**src/rtl/nolap_clkgen_pkg.sv**
```systemverilog
package nolap_clkgen_pkg;
   localparam int NWIN = 6;
   // window slots; order fixes the output bit order
   localparam int WIN_MAIN_A  = 0;
   localparam int WIN_MAIN_B  = 1;
   localparam int WIN_SHIFT_A = 2;
   localparam int WIN_SHIFT_B = 3;
   localparam int WIN_MIRR_A  = 4;
   localparam int WIN_MIRR_B  = 5;
endpackage

```
**src/rtl/cg_cfg_hold.sv**
```systemverilog
module cg_cfg_hold #(
   parameter int W  = 8,
   parameter int CW = W + 3
) (
   input  logic          clk,
   input  logic          load,
   input  logic [W-1:0]  dead_in,
   input  logic [W-1:0]  sub_in,
   input  logic [W-1:0]  half_in,
   output logic [CW-1:0] dead_q,
   output logic [CW-1:0] sub_q,
   output logic [CW-1:0] half_q
);
   logic [CW-1:0] d_fix, s_fix, h_raw, h_min, h_fix;

   always_comb begin
      d_fix = (dead_in == '0) ? CW'(1) : CW'(dead_in);
      s_fix = (sub_in  == '0) ? CW'(1) : CW'(sub_in);
      h_raw = CW'(half_in);
      h_min = (s_fix << 1) + d_fix;
      h_fix = (h_raw < h_min) ? h_min : h_raw;
   end

   always_ff @(posedge clk) begin
      if (load) begin
         dead_q <= d_fix;
         sub_q  <= s_fix;
         half_q <= h_fix;
      end
   end
endmodule

```
**src/rtl/cg_period_cnt.sv**
```systemverilog
module cg_period_cnt #(
   parameter int CW = 11
) (
   input  logic          clk,
   input  logic          rst,
   input  logic [CW-1:0] last,
   output logic [CW-1:0] cnt,
   output logic          wrap
);
   assign wrap = (cnt == last);

   always_ff @(posedge clk) begin
      if (rst || wrap) cnt <= '0;
      else             cnt <= cnt + CW'(1);
   end
endmodule

```
**src/rtl/cg_window.sv**
```systemverilog
module cg_window #(
   parameter int CW = 11
) (
   input  logic [CW-1:0] cnt,
   input  logic [CW-1:0] start,
   input  logic [CW-1:0] len,
   output logic          on
);
   logic [CW-1:0] stop;
   assign stop = start + len;
   assign on   = (cnt >= start) && (cnt < stop);
endmodule

```
**src/rtl/nolap_clkgen.sv**
```systemverilog
module nolap_clkgen #(
   parameter int W = 8
) (
   input  logic         clk,
   input  logic         rst,
   input  logic [W-1:0] dead_cyc,
   input  logic [W-1:0] sub_cyc,
   input  logic [W-1:0] half_cyc,
   output logic         main_a,
   output logic         main_b,
   output logic         shift_a,
   output logic         shift_b,
   output logic         mirr_a,
   output logic         mirr_b
);
   import nolap_clkgen_pkg::*;

   localparam int CW = W + 3;

   if (W < 2 || W > 16) begin : g_bad_w
      $error("nolap_clkgen: W out of range");
   end

   logic [CW-1:0] d_c, s_c, h_c, cnt, last, b_start;
   logic          wrap;
   logic [CW-1:0] win_start [NWIN];
   logic [CW-1:0] win_len   [NWIN];
   logic [NWIN-1:0] win_on, phase_q;

   cg_cfg_hold #(.W(W), .CW(CW)) u_cfg (
      .clk(clk), .load(rst | wrap),
      .dead_in(dead_cyc), .sub_in(sub_cyc), .half_in(half_cyc),
      .dead_q(d_c), .sub_q(s_c), .half_q(h_c)
   );

   assign last = ((h_c + d_c) << 1) - CW'(1);

   cg_period_cnt #(.CW(CW)) u_cnt (
      .clk(clk), .rst(rst), .last(last), .cnt(cnt), .wrap(wrap)
   );

   always_comb begin
      b_start = h_c + d_c;
      win_start[WIN_MAIN_A]  = '0;
      win_len  [WIN_MAIN_A]  = h_c;
      win_start[WIN_MAIN_B]  = b_start;
      win_len  [WIN_MAIN_B]  = h_c;
      win_start[WIN_SHIFT_A] = b_start;
      win_len  [WIN_SHIFT_A] = s_c;
      win_start[WIN_SHIFT_B] = b_start + s_c + d_c;
      win_len  [WIN_SHIFT_B] = s_c;
      win_start[WIN_MIRR_A]  = '0;
      win_len  [WIN_MIRR_A]  = s_c;
      win_start[WIN_MIRR_B]  = s_c + d_c;
      win_len  [WIN_MIRR_B]  = s_c;
   end

   for (genvar i = 0; i < NWIN; i++) begin : g_win
      cg_window #(.CW(CW)) u_win (
         .cnt(cnt), .start(win_start[i]), .len(win_len[i]), .on(win_on[i])
      );
   end

   always_ff @(posedge clk) begin
      if (rst) phase_q <= '0;
      else     phase_q <= win_on;
   end

   assign main_a  = phase_q[WIN_MAIN_A];
   assign main_b  = phase_q[WIN_MAIN_B];
   assign shift_a = phase_q[WIN_SHIFT_A];
   assign shift_b = phase_q[WIN_SHIFT_B];
   assign mirr_a  = phase_q[WIN_MIRR_A];
   assign mirr_b  = phase_q[WIN_MIRR_B];
endmodule

```
**config.mk**
```make
export PLATFORM = sky130hd
export DESIGN_NAME = nolap_clkgen
export DESIGN_NICKNAME = d
export VERILOG_FILES = /design/src/rtl/nolap_clkgen_pkg.sv /design/src/rtl/cg_cfg_hold.sv /design/src/rtl/cg_period_cnt.sv /design/src/rtl/cg_window.sv /design/src/rtl/nolap_clkgen.sv
export SDC_FILE = /design/constraint.sdc
export NUM_CORES = 1
export LEC_CHECK = 0
export BUFFER_PORTS_ARGS = -buffer_cell sky130_fd_sc_hd__buf_2
export CAP_MARGIN = 20
export CORE_AREA = 2 2 143 145
export CTS_CLUSTER_SIZE = 14
export DETAILED_ROUTE_END_ITERATION = 10
export DIE_AREA = 0 0 145 147
export SLEW_MARGIN = 10
export SYNTH_ARGS = -nofsm -noshare
export SYNTH_HDL_FRONTEND = slang
export SYNTH_SLANG_ARGS = --single-unit
```
**constraint.sdc**
```tcl
create_clock -name clk -period 5.38 [get_ports clk]
set_input_delay 0.807 -clock clk [delete_from_list [all_inputs] [get_ports clk]]
set_output_delay 0.807 -clock clk [all_outputs]
set_load 0.005 [all_outputs]
```
* Word-level counts from Yosys, hierarchy flattened *
Index checks and enable logic that the tools add are counted.

storage, ports and cells
  flip-flop bits (word level) = 50
  input bits = 26
  output and inout port bits = 6
  logic and storage cells = 41

cells by class
  $add $sub $neg = 10
  magnitude comparators = 11
  eq/ne operators = 1
  mux-type cells = 3
  bitwise gates (word level) = 1
  reduce and logical (&&, ||, !) cells = 9

operators with widths
  operator                 number
  $add A11 B11 Y11         7
  $lt A11 B11 Y1           6
  $ge A11 B11 Y1           3
  $mux W8                  3
  $logic_not A8 Y1         2
  $add A11 B1 Y11 const B  1
  $eq A11 B11 Y1           1
  $ge A11 B1 Y1 const B    1
  $lt A8 B11 Y1            1
  $sub A11 B1 Y11 const B  1
  $add A9 B8 Y10           1
  $logic_and A1 B1 Y1      6
  $logic_or A1 B1 Y1       1
  $or A1 B1 Y1             1

* Depth between registers and ports, before layout *
Gate-level depths: netlist (run 1).

  depth in word-level cells = 6
  gate-level depth with buffers = 28
  mapped depth without buffers = 28

* Cells and area by module *
From an unflattened synthesis (run 1), not the netlist that was laid out.

second synthesis, totals
  cell total of the unflattened synthesis = 1097
  area, all modules = 9507.9 µm²

by module, submodules not included
  module                           times used  cells each  area each (µm²)  sequential area each (µm²)
  cg_window at g_win[0].u_win ...  5           112         910.9            0.0
  nolap_clkgen                     1           237         1926.8           120.1
  cg_cfg_hold                      1           126         1519.0           780.7
  cg_window at g_win[1].u_win      1           114         910.9            0.0
  cg_period_cnt                    1           60          596.8            220.2

* Least setup slack after synthesis (run 1) *
No wires, ideal clock.

  path kind = reg-to-reg
  from = register u_cfg.half_q[0]
  to = register phase_q[3]
  library setup time = 0.070 ns
  data arrival time = 5.108 ns
  data required time = 5.310 ns
  setup slack = 0.202 ns
  cell stages (with the launch flop) = 27
  path buffers = 0
  clock period less this slack = 5.178 ns
  path through = edfxtp_1 ha_1 inv_1 fa_1 xor2_1 inv_1 ha_1 nor2b_1 o21ai_0 nand2b_1 xor2_1 ha_1 nand2_1 o21ai_0 xor2_1 ha_1 o21a_1 o31a_1 o21a_1 o21ai_0 a21oi_1 xor2_1 ha_1 a21o_1 a211oi_1 o2111ai_1 a21oi_1

on the way
  cells in the longest elaborated chain, start to end = 6
  elaborated cells on any way between the ends = 7
  those cells by class = 4 x add/sub; 2 x order compare; 1 x reduce/logical

RTL lines
  item                               RTL line            RTL
  start: declaration                 cg_cfg_hold.sv:12   output logic [CW-1:0] half_q
  start signal: assignment           cg_cfg_hold.sv:28   half_q <= h_fix;
  $add A11 B11 Y11 (*)               nolap_clkgen.sv:43  b_start = h_c + d_c;
  $add A11 B11 Y11 (*) (2 in a row)  nolap_clkgen.sv:50  win_start[WIN_SHIFT_B] = b_start + s_c + d_c;
  $add A11 B11 Y11                   cg_window.sv:10     assign stop = start + len;
  $lt A11 B11 Y1                     cg_window.sv:11     assign on = (cnt >= start) && (cnt < stop);
  $logic_and A1 B1 Y1 (*)            cg_window.sv:11
  end signal: assignment             nolap_clkgen.sv:66  else phase_q <= win_on;
  end: declaration                   nolap_clkgen.sv:28  logic [NWIN-1:0] win_on, phase_q;

Every way passes the cells marked *; elsewhere a longest branch is shown, timed or not.
A chain may end at the register's enable or synchronous reset.

* Final worst setup path (run 1) *
  from = register u_cfg.half_q[1]
  to = register phase_q[3]

Same word-level chain as after synthesis.

==> run_results.csv, run 1 <==
group,metric,value,unit
global_route,grt_util_met3,2.64,%
die,core_area,19800,um2
pwr,power.total,3.70,mW
placement,post-place-ws,-0.0204,ns
logic_synthesis,netlist_area,6780,um2
cts,clk_pin_slew,0.07,ns
sta,post-route-min-period,5.23,ns
sta,hold_viol_final,0,
routing,wl_per_cell,15.5,um
logic_synthesis,synth_top_area_share,29.5,%
global_route,grt_pass1_vias,5783,
finish,num_antenna_cells,0,
logic_synthesis,synth_edf_count,26,
logic_synthesis,yosysWarnings,0,
sta,post-route-period-util,97.2,%
global_route,use_met1,22.5,%
logic_synthesis,synth_seq_cells,43,
logic_synthesis,ys_types,59,
finish,area_growth,18.0,%
die,fp.dieArea,21300,um2
die,pin_count,32,
logic_synthesis,async_flop_share,0,%
finish,final_core_util,40.3,%
outcome,status,"completed",
logic_synthesis,synth_ff_type,"edfxtp_1",
global_route,grt_max_degree,27,
pwr,peakVddDrop,0.228,mV
cts,clock_latency,0.31,ns
logic_synthesis,synth_fp_nets,970,
min_path,hp-class,"reg -> reg",
global_route,busiest_layer,"met2",
routing,drt_iter0_markers,241,
cts,clockBufferDepth,2,
sta,fmax,191,MHz
critical_path,setup.worst_path.class,"reg -> reg",
sta,setup_viol,0,
die,die_w,145,um
logic_synthesis,synth.yosys.seq_area_share,16.5,%
logic_synthesis,syn_inst,776,
routing,first_pass_iters,4,
global_route,track_usage,16.5,%
cts,cts_htree_levels,2,
die,rows,52,
finish,drive_gt1_share,17.4,%
critical_path,cp-start-kind,"flop",
routing,vias_per_cell,5.17,
logic_synthesis,synth_common_cells,"ha_1 (160), inv_1 (84), a21oi_1 (53), a21o_1 (44), xnor2_1 (42)",
sta,slew_headroom,49.5,%
critical_path,worstPathMaxFanout,5,
critical_path,critPathCaptureType,"flop",
global_route,use_met2,28.0,%
cts,cts_buffers,5,
critical_path,critPathRequiredTime,5.62,ns
routing,ant_nets,0,
placement,dp_hpwl,13900,um
routing,via_count,5751,
logic_synthesis,yosysMostFrequentCell,"ha_1",
logic_synthesis,synth_top_area_cell,"ha_1",
routing,drc_errors,0,
critical_path,worst_ep_arrival_time,5.47,ns
pwr,power_density,463,nW/um2
sta,drv_slew,0,
die,start_util,34.1,%
cts,postCtsHoldBufs,0,
placement,place.gp.congestion,0.860,
logic_synthesis,synth_area_leaders,"ha_1 (30%), edfxtp_1 (12%), xnor2_1 (5.4%)",
cts,cts_sinks,43,
placement,dp.cells,1090,
placement,port_buffers,31,
sta,worstMarginPinSlew,0.757,ns
cts,root_buffer,"clkbuf_16",
global_route,antenna_found_initial,0,
finish,layout.cells.non_filler,1113,
routing,wirelength,17300,um
die,die_h,147,um
sta,rsz0062_at_grt,"true",
finish,nets,1036,
global_route,grt_overflow,0,
sta,setup_ws,0.149,ns
global_route,grt_pass1_wl,28500,um
sta,finClkSkew,0.0101,ns
pwr,power_leakage,3.95,nW
sta,tns,0,ns
cts,cts_tree,"done",
logic_synthesis,synth.avg_cell_area,8.73,um2
flow_run,drv_cap,0,
==> kinds of logic after synthesis <==
family | Yosys count | synth area share [%]
compound gates | 227 | 22.5
xor+xnor | 78 | 10.3
fa+ha+maj | 168 | 31.9
buf+inv | 106 | 5.93
flops | 43 | 16.5
mux | 10 | 1.53
simple gates | 144 | 11.4
==> report_power, final <==
group	leakage [nW]	internal, mW	switching [mW]	total (mW)
Combinational	3.46	1.37	1.50	2.87
Clock	0.0959	0.270	0.153	0.423
Sequential	0.393	0.377	0.0347	0.412
==> final timing paths <==
path                                      start      endpoint  slack, ns  depth (start not counted)
worst max-delay path            u_cfg.half_q[1]    phase_q[3]       0.15                         27
worst max register to register  u_cfg.half_q[1]    phase_q[3]       0.15                         27
worst min-delay path               u_cnt.cnt[0]  u_cnt.cnt[0]       0.62                          1
worst min register to register     u_cnt.cnt[0]  u_cnt.cnt[0]       0.62                          1
==> stage by stage <==
stage	area, um2	hold slack (ns)
2_1_floorplan	6780	0.473
3_3_place_gp	7450	0.604
3_5_place_dp	7450	0.608
4_1_cts	7650	0.626
5_1_grt	8000	0.648
6_report	8000	0.620
==> cell usage in the layout (no fill, tap or decap), types with 9 or more instances in the layout <==
cell type and count:
a211oi_1 14, a21o_1 44, a21oi_1 46, buf_2 31
buf_4 50, dfxtp_1 17, edfxtp_1 26, ha_1 150
inv_1 79, nand2_1 22, nand2b_1 12, nand3_1 12
nor2_1 29, nor2b_1 11, nor3_1 15, o21a_1 19
o21ai_0 36, o21bai_1 9, xnor2_1 41, xor2_1 33
==> per-layer routing <==
layer,up-vias,wire (um)
met2,96,8080
li1,2941,-
met4,0,199
met3,16,629
met5,-,0
met1,2698,8350
==> state kept, by name, indices dropped and copies added, names as in the netlist <==
register	cells
u_cnt.cnt	11
u_cfg.half_q	10
u_cfg.sub_q	8
u_cfg.dead_q	8
phase_q	6
==> timing repair <==
| action | CTS | global route |
|---|---|---|
| endpoints found under the hold margin | 0 | 0 |
| resized for setup | 1 | 49 |
| pin swaps | 1 | 28 |
| endpoints found under the setup margin | 1 | 1 |
| buffers inserted | 0 | 15 |
==> cell type report <==
| cell class | count | area [um2] |
|---|---|---|
| clock inverters | 3 | 71.3 |
| flip-flops and latches | 43 | 1120 |
| inverters | 84 | 315 |
| fillers | 2001 | 11800 |
| multi-input cells | 627 | 5500 |
| well taps | 270 | 338 |
| repair buffers | 81 | 531 |
| clock buffers | 5 | 125 |
==> worst max-delay path, stage by stage, from the launching register on <==
cell       delay [ns]
edfxtp_1         0.43
buf_4            0.16
inv_1            0.08
fa_2             0.23
nor2b_2          0.05
o21ai_1          0.12
or3b_4           0.40
nand2_2          0.09
inv_2            0.06
ha_4             0.26
and3_4           0.17
a21oi_2          0.13
nand2_1          0.08
nor2_2           0.16
xnor2_2          0.17
ha_1             0.31
or2_4            0.25
a21oi_2          0.16
a31oi_2          0.07
buf_4            0.17
a311oi_2         0.33
a21oi_2          0.06
xor2_1           0.17
xor2_1           0.18
ha_1             0.34
a211oi_2         0.25
o2111ai_1        0.14
a21oi_1          0.15
(Power assumes the default switching activity.)
==> inputs of run 2 (changes only) <==
Settings changed: CELL_PAD_IN_SITES_DETAIL_PLACEMENT set to 0, CELL_PAD_IN_SITES_GLOBAL_PLACEMENT set to 1, PLACE_DENSITY_LB_ADDON set to 0.1.
==> run 2 against run 1 <==
  * Final area grew 0.64%
  * Utilization grew 0.26 points
  * First-iteration DRC count shrank 23%
  * Register-to-register slack gained 0.04 ns
  * Critical path depth grew 1
  * Maximum frequency grew 0.68%
  * Setup slack gained 0.035 ns
  * Combinational power grew 7%
  * Sequential share of layout area shrank 0.089 points
  * Largest power group unchanged
==> run_results.csv, run 2 (synthesis gave the netlist of run 1 again) <==
group,metric,value,unit
finish,multi_input_area,5590,um2
critical_path,critPathCaptureType,"flop",
critical_path,critPathRequiredTime,5.62,ns
die,fp.dieArea,21300,um2
global_route,grt_overflow,0,
routing,drt_iter0_markers,185,
critical_path,setup.worst_path.class,"reg -> reg",
cts,clk_pin_slew,0.06,ns
routing,drc_errors,0,
pwr,power_leakage,3.94,nW
cts,postCtsHoldBufs,0,
global_route,antenna_found_initial,0,
cts,cts_buffers,5,
critical_path,worstPathMaxFanout,5,
critical_path,slowest_stage,"edfxtp_1",
placement,place.gp.congestion,0.830,
routing,ant_nets,0,
placement,port_buffers,31,
sta,post-route-period-util,96.6,%
sta,slew_headroom,48.9,%
die,rows,52,
pwr,power_density,470,nW/um2
routing,first_pass_iters,4,
critical_path,cp-start-kind,"flop",
routing,wirelength,18700,um
sta,hold_viol_final,0,
sta,worstMarginPinSlew,0.765,ns
cts,cts_tree,"done",
global_route,track_usage,17.8,%
global_route,grt_pass1_wl,30000,um
die,pin_count,32,
placement,dp.cells,1088,
pwr,peakVddDrop,0.215,mV
die,die_h,147,um
finish,nets,1038,
critical_path,worst_ep_arrival_time,5.44,ns
routing,vias_per_cell,5.20,
pwr,power.total,3.78,mW
finish,drive_gt1_share,18.7,%
placement,dp_hpwl,15800,um
flow_run,drv_cap,0,
global_route,grt_max_degree,27,
die,core_area,19800,um2
finish,layout.cells.non_filler,1115,
finish,reg_top3,"u_cnt.cnt x11, u_cfg.half_q x10",
cts,clockBufferDepth,2,
sta,post-route-min-period,5.20,ns
sta,fmax,192,MHz
sta,finClkSkew,0.0106,ns
finish,fillers,1974,
finish,largest_reg_flops,11,
finish,fin_area,8050,um2
min_path,hp-class,"reg -> reg",
sta,setup_viol,0,
finish,final_common_cell,"ha_1",
cts,root_buffer,"clkbuf_16",
die,start_util,34.1,%
placement,dpl_cell_area,7430,um2
outcome,status,"completed",
die,die_w,145,um
finish,regMostFlops,"u_cnt.cnt",
sta,drv_slew,0,
finish,area_growth,18.8,%
finish,register_area,1120,um2
cts,cts_htree_levels,2,
critical_path,critPathMaxStageDelay,0.39,ns
cts,cts_sinks,43,
routing,via_count,5801,
global_route,grt_pass1_vias,5931,
routing,wl_per_cell,16.8,um
finish,mostFrequentLayoutCells,"ha_1 (147), inv_1 (79), buf_4 (52)",
cts,clock_latency,0.30,ns
finish,num_antenna_cells,0,
[run 2: timing repair]
action / CTS / global route
setup endpoints to repair: 1 / 1
buffers inserted: 2 / 17
gates resized for setup: 8 / 56
pin swaps: 1 / 37
[run 2: layer usage]
metal,vias to the layer above,global-route usage [%],part of all wire (%)
li1,2956,-,-
met1,2711,21.5,45
met2,101,32.5,49
met3,33,2.48,3.0
met4,0,5.79,2.8
met5,-,0,0
[run 2: worst paths after layout]
check | from | endpoint | slack [ns] | depth (start not counted)
worst min register to register | u_cnt.cnt[0] | u_cnt.cnt[0] | 0.67 | 1
worst min-delay path | u_cnt.cnt[0] | u_cnt.cnt[0] | 0.67 | 1
worst max register to register | u_cfg.half_q[0] | phase_q[3] | 0.18 | 28
worst max-delay path | u_cfg.half_q[0] | phase_q[3] | 0.18 | 28
[run 2: worst max-delay path: cells and delay by family, from the launching register on]
kind / cells / cell delay (ns)
xor gates and xnor gates: 3 / 0.59
buffers and inverters: 2 / 0.11
adders and majority gates: 6 / 1.58
AOI/OAI and AO/OA: 7 / 1.17
DFF: 1 / 0.39
and+or+nand+nor: 10 / 1.28
[run 2: stage by stage]
stage          hold slack [ns]  setup TNS [ns]  setup WS (ns)  util [%]
6_report                 0.667               0          0.184      40.6
3_5_place_dp             0.635          -0.111         -0.111      37.4
4_1_cts                  0.650               0        0.00529      38.4
5_1_grt                  0.676         -0.0576        -0.0576      40.6
2_1_floorplan            0.473               0          0.202         -
3_3_place_gp             0.611               0         0.0672      37.4
[run 2: power breakdown]
part / internal, mW / switching (mW) / total (mW) / leakage (nW)
clock network: 0.174 / 0.135 / 0.308 / 0.0741
logic: 1.47 / 1.59 / 3.06 / 3.48
registers: 0.377 / 0.0350 / 0.412 / 0.393
total: 2.02 / 1.76 / 3.78 / 3.94
[run 2: area by class of cell]
cell class              count  share of cell area, %
multi-input cells         627                   69.4
well taps                 270                   4.20
repair buffers             83                   6.78
clock inverters             2                  0.140
clock buffers               6                   1.62
flip-flops and latches     43                   13.9
inverters                  84                   3.95
==> inputs of run 3 (changes only) <==
Settings changed: PLACE_DENSITY set to 0.68, PLACE_DENSITY_LB_ADDON 0.1 to not set, REMOVE_ABC_BUFFERS set to 1.
==> run 3 against run 2 <==
  * Via count is 3.5% lower
  * Critical path depth down 1
  * Clock power grew 19%
  * Worst hold slack lost 0.010 ns
  * Largest cell class unchanged
==> run_results.csv, run 3 (synthesis gave the netlist of run 1 again) <==
group,metric,value,unit
outcome,status,"completed",
pwr,power.total,3.71,mW
global_route,grt_overflow,0,
finish,mostFrequentLayoutCells,"ha_1 (149), inv_1 (78), buf_4 (49)",
finish,num_antenna_cells,0,
cts,cts_sinks,43,
finish,final_core_util,40.5,%
critical_path,crit_family,"compound AO/OA/AOI/OAI gates",
cts,clock_latency,0.30,ns
placement,port_buffers,31,
die,start_util,34.1,%
pwr,peakVddDrop,0.232,mV
critical_path,path_common_cell,"a21oi_2",
placement,dpl_cell_area,7450,um2
finish,largest_reg_flops,11,
global_route,antenna_found_initial,0,
finish,regMostFlops,"u_cnt.cnt",
finish,drive_gt1_share,18.5,%
finish,final_common_cell,"ha_1",
global_route,grt_pass1_vias,5462,
finish,nets,1035,
critical_path,critPathCaptureType,"flop",
cts,postCtsHoldBufs,0,
flow_run,drv_cap,0,
sta,hold_viol_final,0,
routing,wirelength,17400,um
die,core_area,19800,um2
cts,clockBufferDepth,2,
routing,via_count,5598,
sta,slew_headroom,49.1,%
finish,area_growth,18.5,%
pwr,power_density,462,nW/um2
sta,fmax,195,MHz
placement,dp_hpwl,14300,um
sta,hold_ws,0.656,ns
die,fp.dieArea,21300,um2
die,rows,52,
critical_path,critPathMaxStageDelay,0.41,ns
sta,tns,0,ns
sta,post-route-min-period,5.14,ns
placement,post-place-ws,0.0276,ns
routing,drt_iter0_markers,319,
cts,clk_pin_slew,0.07,ns
sta,worstMarginPinSlew,0.760,ns
finish,reg_top3,"u_cnt.cnt x11, u_cfg.half_q x10",
finish,fin_area,8030,um2
finish,layout.cells.non_filler,1112,
sta,drv_slew,0,
cts,cts_tree,"done",
critical_path,worstPathMaxFanout,5,
global_route,grt_max_degree,27,
routing,first_pass_iters,4,
critical_path,setup.worst_path.class,"reg -> reg",
routing,ant_nets,0,
global_route,track_usage,16.5,%
critical_path,critPathRequiredTime,5.62,ns
cts,cts_buffers,5,
pwr,power_leakage,3.94,nW
routing,vias_per_cell,5.03,
die,pin_count,32,
die,die_h,147,um
placement,place.gp.congestion,0.809,
critical_path,slowest_stage,"edfxtp_1",
cts,root_buffer,"clkbuf_16",
sta,setup_ws,0.242,ns
placement,dp.cells,1090,
sta,post-route-period-util,95.5,%
sta,setup_viol,0,
cts,cts_htree_levels,2,
critical_path,worst_ep_arrival_time,5.38,ns
critical_path,cp-start-kind,"flop",
routing,drc_errors,0,
min_path,hp-class,"reg -> reg",
die,die_w,145,um
critical_path,cp_num_buf_inv,2,
routing,wl_per_cell,15.6,um
global_route,grt_pass1_wl,27800,um
sta,finClkSkew,0.00938,ns
run 3: metal layers:
metal,up-vias,wire length [um],GRT usage (%)
met3,7,553,1.89
met2,80,8130,28.9
met5,-,0,0
met1,2573,8550,22.1
met4,0,127,2.87
li1,2938,-,-
run 3: repair_timing:
item                                    4_1_cts  5_1_grt
resized for setup                             0       64
endpoints found under the setup margin        0        1
setup buffers                                 0       14
run 3: area by class of cell:
type	instances	area, um2
Inverter	84	315
Clock buffer	5	125
Tap cell	270	338
Clock inverter	3	46.3
Sequential cell	43	1120
Fill cell	1998	11800
Timing Repair Buffer	80	523
Multi-Input combinational cell	627	5560
run 3: worst paths after layout:
| kind | slack [ns] | cells after the start | endpoint | startpoint |
|---|---|---|---|---|
| setup / recovery | 0.24 | 27 | phase_q[3] | u_cfg.half_q[0] |
| hold / removal | 0.66 | 1 | u_cnt.cnt[0] | u_cnt.cnt[0] |
| setup reg to reg | 0.24 | 27 | phase_q[3] | u_cfg.half_q[0] |
| hold reg to reg | 0.66 | 1 | u_cnt.cnt[0] | u_cnt.cnt[0] |
run 3: report_power, final:
part	total (mW)	switching, mW	internal [mW]	leakage [nW]
logic	2.93	1.54	1.39	3.46
registers	0.410	0.0325	0.377	0.393
clock network	0.366	0.145	0.221	0.0804
